<file path="src/rtl/bju_pkg.sv">
package bju_pkg;

  // primary opcodes that the unit reacts to
  localparam logic [5:0] OPC_REGIMM = 6'd1;
  localparam logic [5:0] OPC_JUMP   = 6'd2;
  localparam logic [5:0] OPC_JLINK  = 6'd3;

  // condition the resolved instruction tests
  typedef enum logic [2:0] {
    CND_NEVER,
    CND_EQ,
    CND_NE,
    CND_LEZ,
    CND_GTZ,
    CND_LTZ,
    CND_GEZ,
    CND_ALWAYS
  } cond_e;

  // decoded control for one instruction
  typedef struct packed {
    logic  xfer;      // instruction may redirect fetch
    logic  absolute;  // target from index field, not offset
    logic  likely;    // squash slot when condition fails
    logic  link;      // write return address
    logic  bad;       // undefined sub-opcode
    cond_e cond;
  } ctl_t;

endpackage

</file>
<file path="src/rtl/bju_decode.sv">
module bju_decode
  import bju_pkg::*;
(
  input  logic [5:0] opcode,
  input  logic [4:0] subop,
  output ctl_t       ctl
);

  logic cmp_group;

  // opcodes 4..7 and 20..23 share the same low-bit layout
  assign cmp_group = (opcode[5:2] == 4'b0001) || (opcode[5:2] == 4'b0101);

  always_comb begin
    ctl = '{xfer: 1'b0, absolute: 1'b0, likely: 1'b0, link: 1'b0,
            bad: 1'b0, cond: CND_NEVER};
    if (opcode == OPC_REGIMM) begin
      if (subop[3:2] == 2'b00) begin
        ctl.xfer   = 1'b1;
        ctl.likely = subop[1];
        ctl.link   = subop[4];
        ctl.cond   = subop[0] ? CND_GEZ : CND_LTZ;
      end else begin
        ctl.bad    = 1'b1;
      end
    end else if (opcode == OPC_JUMP || opcode == OPC_JLINK) begin
      ctl.xfer     = 1'b1;
      ctl.absolute = 1'b1;
      ctl.link     = opcode[0];
      ctl.cond     = CND_ALWAYS;
    end else if (cmp_group) begin
      ctl.xfer   = 1'b1;
      ctl.likely = opcode[4];
      unique case (opcode[1:0])
        2'd0:    ctl.cond = CND_EQ;
        2'd1:    ctl.cond = CND_NE;
        2'd2:    ctl.cond = CND_LEZ;
        default: ctl.cond = CND_GTZ;
      endcase
    end
  end

endmodule

</file>
<file path="src/rtl/bju_cond.sv">
module bju_cond
  import bju_pkg::*;
#(
  parameter int XLEN = 32
) (
  input  cond_e            cond,
  input  logic [XLEN-1:0]  opa,
  input  logic [XLEN-1:0]  opb,
  output logic             hold
);

  localparam int SIGN = XLEN - 1;

  logic neg, zero, same;

  assign neg  = opa[SIGN];
  assign zero = (opa == '0);
  assign same = (opa == opb);

  always_comb begin
    unique case (cond)
      CND_EQ:     hold = same;
      CND_NE:     hold = !same;
      CND_LEZ:    hold = neg || zero;
      CND_GTZ:    hold = !neg && !zero;
      CND_LTZ:    hold = neg;
      CND_GEZ:    hold = !neg;
      CND_ALWAYS: hold = 1'b1;
      default:    hold = 1'b0;
    endcase
  end

endmodule

</file>
<file path="src/rtl/bju_target.sv">
module bju_target #(
  parameter int XLEN  = 32,
  parameter int IDX_W = 26,
  parameter int OFF_W = 16
) (
  input  logic [XLEN-1:0]  pc,
  input  logic [IDX_W-1:0] idx_field,
  input  logic             absolute,
  output logic [XLEN-1:0]  target,
  output logic [XLEN-1:0]  link_addr
);

  localparam int WSH   = 2;                   // word alignment shift
  localparam int SEG_W = XLEN - IDX_W - WSH;  // address bits kept by a jump
  localparam int EXT_W = XLEN - OFF_W - WSH;  // sign-extension bits

  logic [OFF_W-1:0] off;
  logic [XLEN-1:0]  off_ext;
  logic [XLEN-1:0]  seq_pc;
  logic [XLEN-1:0]  rel_tgt;
  logic [XLEN-1:0]  abs_tgt;

  assign off     = idx_field[OFF_W-1:0];
  assign off_ext = {{EXT_W{off[OFF_W-1]}}, off, {WSH{1'b0}}};
  assign seq_pc  = pc + XLEN'(4);
  assign rel_tgt = seq_pc + off_ext;

  generate
    if (SEG_W > 0) begin : g_seg
      assign abs_tgt = {pc[XLEN-1 -: SEG_W], idx_field, {WSH{1'b0}}};
    end else begin : g_noseg
      assign abs_tgt = XLEN'({idx_field, {WSH{1'b0}}});
    end
  endgenerate

  assign target    = absolute ? abs_tgt : rel_tgt;
  assign link_addr = pc + XLEN'(8);

endmodule

</file>
<file path="src/rtl/branch_resolve_unit.sv">
module branch_resolve_unit
  import bju_pkg::*;
#(
  parameter int XLEN = 32
) (
  input  logic            clk,
  input  logic            rst_n,
  input  logic            insn_vld,
  input  logic [31:0]     insn,
  input  logic [XLEN-1:0] pc,
  input  logic [XLEN-1:0] rs_val,
  input  logic [XLEN-1:0] rt_val,
  output logic            taken,
  output logic [XLEN-1:0] target_pc,
  output logic            link_we,
  output logic [XLEN-1:0] link_value,
  output logic            annul_slot,
  output logic            undef_trap
);

  ctl_t            ctl;
  logic            cond_ok;
  logic [XLEN-1:0] tgt_c;
  logic [XLEN-1:0] link_c;

  logic            taken_d, link_we_d, annul_d, trap_d;
  logic            addr_en;

  bju_decode u_dec (
    .opcode (insn[31:26]),
    .subop  (insn[20:16]),
    .ctl    (ctl)
  );

  bju_cond #(.XLEN(XLEN)) u_cond (
    .cond (ctl.cond),
    .opa  (rs_val),
    .opb  (rt_val),
    .hold (cond_ok)
  );

  bju_target #(.XLEN(XLEN)) u_tgt (
    .pc        (pc),
    .idx_field (insn[25:0]),
    .absolute  (ctl.absolute),
    .target    (tgt_c),
    .link_addr (link_c)
  );

  // next-state
  always_comb begin
    taken_d   = insn_vld && ctl.xfer && cond_ok;
    link_we_d = insn_vld && ctl.link;
    annul_d   = insn_vld && ctl.xfer && ctl.likely && !cond_ok;
    trap_d    = insn_vld && ctl.bad;
    addr_en   = insn_vld;
  end

  // flag registers
  always_ff @(posedge clk or negedge rst_n) begin
    if (!rst_n) begin
      taken      <= 1'b0;
      link_we    <= 1'b0;
      annul_slot <= 1'b0;
      undef_trap <= 1'b0;
    end else begin
      taken      <= taken_d;
      link_we    <= link_we_d;
      annul_slot <= annul_d;
      undef_trap <= trap_d;
    end
  end

  // address registers, enabled only for presented instructions
  always_ff @(posedge clk or negedge rst_n) begin
    if (!rst_n) begin
      target_pc  <= '0;
      link_value <= '0;
    end else if (addr_en) begin
      target_pc  <= tgt_c;
      link_value <= link_c;
    end
  end

endmodule

</file>
<file path="config.mk">
export PLATFORM = sky130hd
export DESIGN_NAME = branch_resolve_unit
export DESIGN_NICKNAME = d
export VERILOG_FILES = /design/src/rtl/bju_pkg.sv /design/src/rtl/bju_decode.sv /design/src/rtl/bju_cond.sv /design/src/rtl/bju_target.sv /design/src/rtl/branch_resolve_unit.sv
export SDC_FILE = /design/constraint.sdc
export NUM_CORES = 1
export LEC_CHECK = 0
export BUFFER_PORTS_ARGS = -buffer_cell sky130_fd_sc_hd__buf_4
export CAP_MARGIN = 0
export CORE_MARGIN = 2
export CORE_UTILIZATION = 39
export CTS_BUF_LIST = sky130_fd_sc_hd__clkbuf_16
export DETAILED_ROUTE_END_ITERATION = 7
export PLACE_DENSITY = 0.65
export SKIP_CTS_REPAIR_TIMING = 1
export SLEW_MARGIN = 0
export SYNTH_ARGS = -nofsm -noshare
export SYNTH_HDL_FRONTEND = slang
export SYNTH_SLANG_ARGS = --single-unit
export TNS_END_PERCENT = 100
</file>
<file path="constraint.sdc">
create_clock -name clk -period 1.38 [get_ports clk]
set_clock_uncertainty 0.2 [all_clocks]
set_input_delay 0.138 -clock clk [delete_from_list [all_inputs] [get_ports clk]]
set_output_delay 0.138 -clock clk [all_outputs]
set_load 0.1 [all_outputs]
</file>
==> metrics.md <==
| Metric | Value |
|---|---|
| Status | `finished with violations` |
| Violated checks | `negative hold slack, negative setup slack` |
| Largest cells by area after synthesis | `dfrtp_1 29%, ha_1 13%, xor2_1 7.4%, a21oi_1 6.2%, nor2_1 5.4%` |
| Cell Area, Synth | `0.00579 sq mm` |
| Syn nets | `876` |
| R2r worst-path depth | `2` |
| CP Capture Type | `register` |
| Routed vias/inst | `about 5.3` |
| Synth Instances | `around 700` |
| Slew Limit Fails | `0` |
| Final hold slack | `-0.125 ns` |
| Critical Path Sink | `target_pc[29]$_DFFE_PN0P_` |
| Crit path from | `pc[3]` |
| Die width | `approximately 130 microns` |
| Initial core utilization | `0.398` |
| Crit Path Category | `in -> reg` |
| Dominant synthesized flop cell | `dfrtp_1` |
| Vias in the first global route | `~6,600` |
| Gr ovfl total | `0` |
| Hold Crit Class | `in -> reg` |
| Wire length per cell | `~17 microns` |
| Final setup vio count | `46` |
| Worst vdd ir | `just under 0.0007 V` |
| Port Buffers | `roughly 200` |
| Post-synthesis async set-or-reset flop share | `1.00` |
| Cts bufs inserted | `9` |
| Final nets | `around 1,300` |
| Synthesis-to-layout area growth | `79.4%` |
| Final Hold Viols | `2` |
| R2r setup slk | `between 0.3 and 0.4 ns` |
| Data required, critical path | `between 1 and 1.5 ns` |
| CTS tree | `done` |
| Routability cong. | `0.990` |
| Via count | `approximately 6,700` |
| Post-synth EDFFs | `0` |
| Top cell type's share of synthesized area | `0.294` |
| Dpl hpwl | `between 15,000 and 20,000 microns` |
| Num rows | `between 40 and 50` |
| Maximum buffer depth of the clock tree | `2` |
| CTS HTree Levels | `3` |
| FF-to-FF Start | `target_pc[19]$_DFFE_PN0P_` |
| Pin count of the biggest net entering global routing | `between 60 and 70` |
| #FFs+latches synth | `between 60 and 70` |
| Worst R2R End | `target_pc[19]$_DFFE_PN0P_` |
| Unrepaired setup endpoints after global routing | `true` |
| Total power | `approximately 11 mW` |
| Critical Path Fanout Max | `3` |
| DRT Pass-1 Iters | `4` |
| Die ar. | `approximately 0.016 sq mm` |
| Clock sinks | `slightly below 70` |
| Fin crit share | `1.84` |
| Yosys cell types | `66` |
| Setup WS pre-CTS | `-1.53 ns` |
| Ports | `between 150 and 200` |
| Worst skew pair latency | `between 0.3 and 0.4 ns` |
| Register area share after synthesis | `0.294` |
| Worst slew pin tran | `0.421 ns` |
| Arrival @ worst endpoint | `between 2 and 3 ns` |
| LEAKAGE | `4.77 nW` |
| Die H | `about 130 microns` |
| Starting DRT DRC Count | `275` |
| First-pass GRT wire length | `32,200 microns` |
| Routed WL | `21,600 microns` |
| Ant. Diodes | `0` |
| Power Density | `between 1000 and 1500 mW/mm^2` |
| Fill cells | `1,124` |
| Ys Warns | `0` |
| Cell taking the most area after synthesis | `dfrtp_1` |
| CTS root buffer | `clkbuf_16` |
| Min cycle time layout | `2.53 ns` |
| Max-cap violations | `0` |
| Fmax | `around 0.4 GHz` |
| Critical path startpoint category | `input port` |
| Post-route DRC | `0` |
| Layout cells sized above 1 | `0.499` |
| Total track usage | `0.252` |
| Worst slew margin | `0.717` |
| Final ANT Viol Nets | `0` |
| Syn_area_per_cell | `approximately 8.5 sq um` |
| Final worst slack | `-1.15 ns` |
| Initial antenna violation count | `0` |
| CORE AREA | `between 0.01 and 0.015 sq mm` |
| Clock Pin Slew Worst Setup and Hold Paths | `0.06 ns` |
==> cell families after synthesis <==
kind of cell | after synthesis | synth area share
buf+inv | 46 | 0.0441
compound gates | 179 | 0.195
xor+xnor | 76 | 0.115
mux | 9 | 0.0166
fa+ha+maj | 63 | 0.137
simple gates | 241 | 0.198
flops | 68 | 0.294
==> where the power goes <==
| part | switching, mW | internal [mW] | leakage (nW) |
|---|---|---|---|
| Combinational | 3.92 | 2.21 | 3.83 |
| Clock | 0.896 | 1.56 | 0.158 |
| Sequential | 0.192 | 2.29 | 0.781 |
==> flip-flops by register name, indices dropped and copies added, names as in the netlist <==
| register | flops |
|---|---|
| undef_trap | 1 |
| link_value | 32 |
| target_pc | 32 |
| link_we | 1 |
| annul_slot | 1 |
| taken | 1 |
==> critical path, cell delays in order <==
cell       delay (ns)
buf_8            0.10
ha_4             0.24
ha_4             0.16
fa_2             0.36
a211oi_2         0.28
o211ai_1         0.19
nand3_2          0.14
a2111oi_4        0.08
o21a_2           0.25
o31ai_4          0.18
mux2_4           0.32
a31oi_1          0.15
==> metal layers <==
layer | up-vias | track usage | wire length (microns)
li1 | 3260 | - | -
met1 | 3154 | 0.303 | 8730
met2 | 225 | 0.447 | 11100
met3 | 41 | 0.0480 | 1120
met4 | 0 | 0.0944 | 649
met5 | - | 0 | 0
==> cell usage in the layout (no fill, tap or decap), types with 11 or more instances in the layout <==
cell | netlist | layout
buf_4 | 1 | 340
nor2_1 | 84 | 76
dlygate4sd3_1 | 0 | 25
a31oi_1 | 18 | 15
xnor2_1 | 27 | 23
nor4_1 | 15 | 11
a21oi_1 | 72 | 59
a21o_1 | 13 | 13
inv_1 | 19 | 17
xor2_1 | 49 | 48
nand3_1 | 31 | 23
nand2_1 | 46 | 39
dfrtp_1 | 68 | 64
ha_4 | 0 | 27
nor3_1 | 14 | 11
o21ai_0 | 26 | 12
ha_1 | 62 | 32
buf_6 | 2 | 33
==> how the worst min path moves through the flow <==
stage | startpoint | depth (start not counted) | to | slack (ns)
2_1_floorplan | rst_n | 0 | annul_slot$_DFF_PN0_ | -0.36
3_3_place_gp | rst_n | 2 | link_value[27]$_DFFE_PN0P_ | -0.03
3_5_place_dp | rst_n | 2 | link_value[25]$_DFFE_PN0P_ | -0.02
4_1_cts | rst_n | 2 | link_value[29]$_DFFE_PN0P_ | -0.38
5_1_grt | insn[1] | 3 | target_pc[3]$_DFFE_PN0P_ | -0.11
6_report | insn[1] | 3 | target_pc[3]$_DFFE_PN0P_ | -0.12
==> Yosys cell counts (all sizes together), types with 7 or more instances <==
cell     n
clkbuf  19
dfrtp   68
and2     7
a21oi   72
a31oi   18
and3    14
nand3   31
xnor2   27
buf      7
nor4    15
o21ai   27
nand4   10
xor2    49
nor2    84
nand2   46
inv     19
a21o    15
a211oi  10
ha      62
nor3    14
==> metrics by stage <==
stage,hold slack [ns],cells,util,setup TNS (ns),instance area (sq um)
after floorplan,-0.358,682,-,-27.41,6110
after global placement,-0.0282,1210,0.619,-45.98,9000
after detailed placement,-0.0214,1210,0.619,-47.51,9000
after CTS,-0.380,1226,0.640,-28.68,9310
after global routing,-0.106,1263,0.714,-29.68,10400
final,-0.125,1263,0.714,-25.65,10400
==> layout make-up <==
| cell class | instances | area [sq um] | share of cell area |
|---|---|---|---|
| clock buffers | 9 | 225 | 0.0217 |
| clock inverters | 7 | 85.1 | 0.00819 |
| inverters | 19 | 71.3 | 0.00687 |
| multi-input cells | 568 | 4700 | 0.453 |
| flip-flops and latches | 68 | 1710 | 0.164 |
| well taps | 184 | 230 | 0.0222 |
| repair buffers | 408 | 3360 | 0.324 |
(Power assumes the default switching activity.)
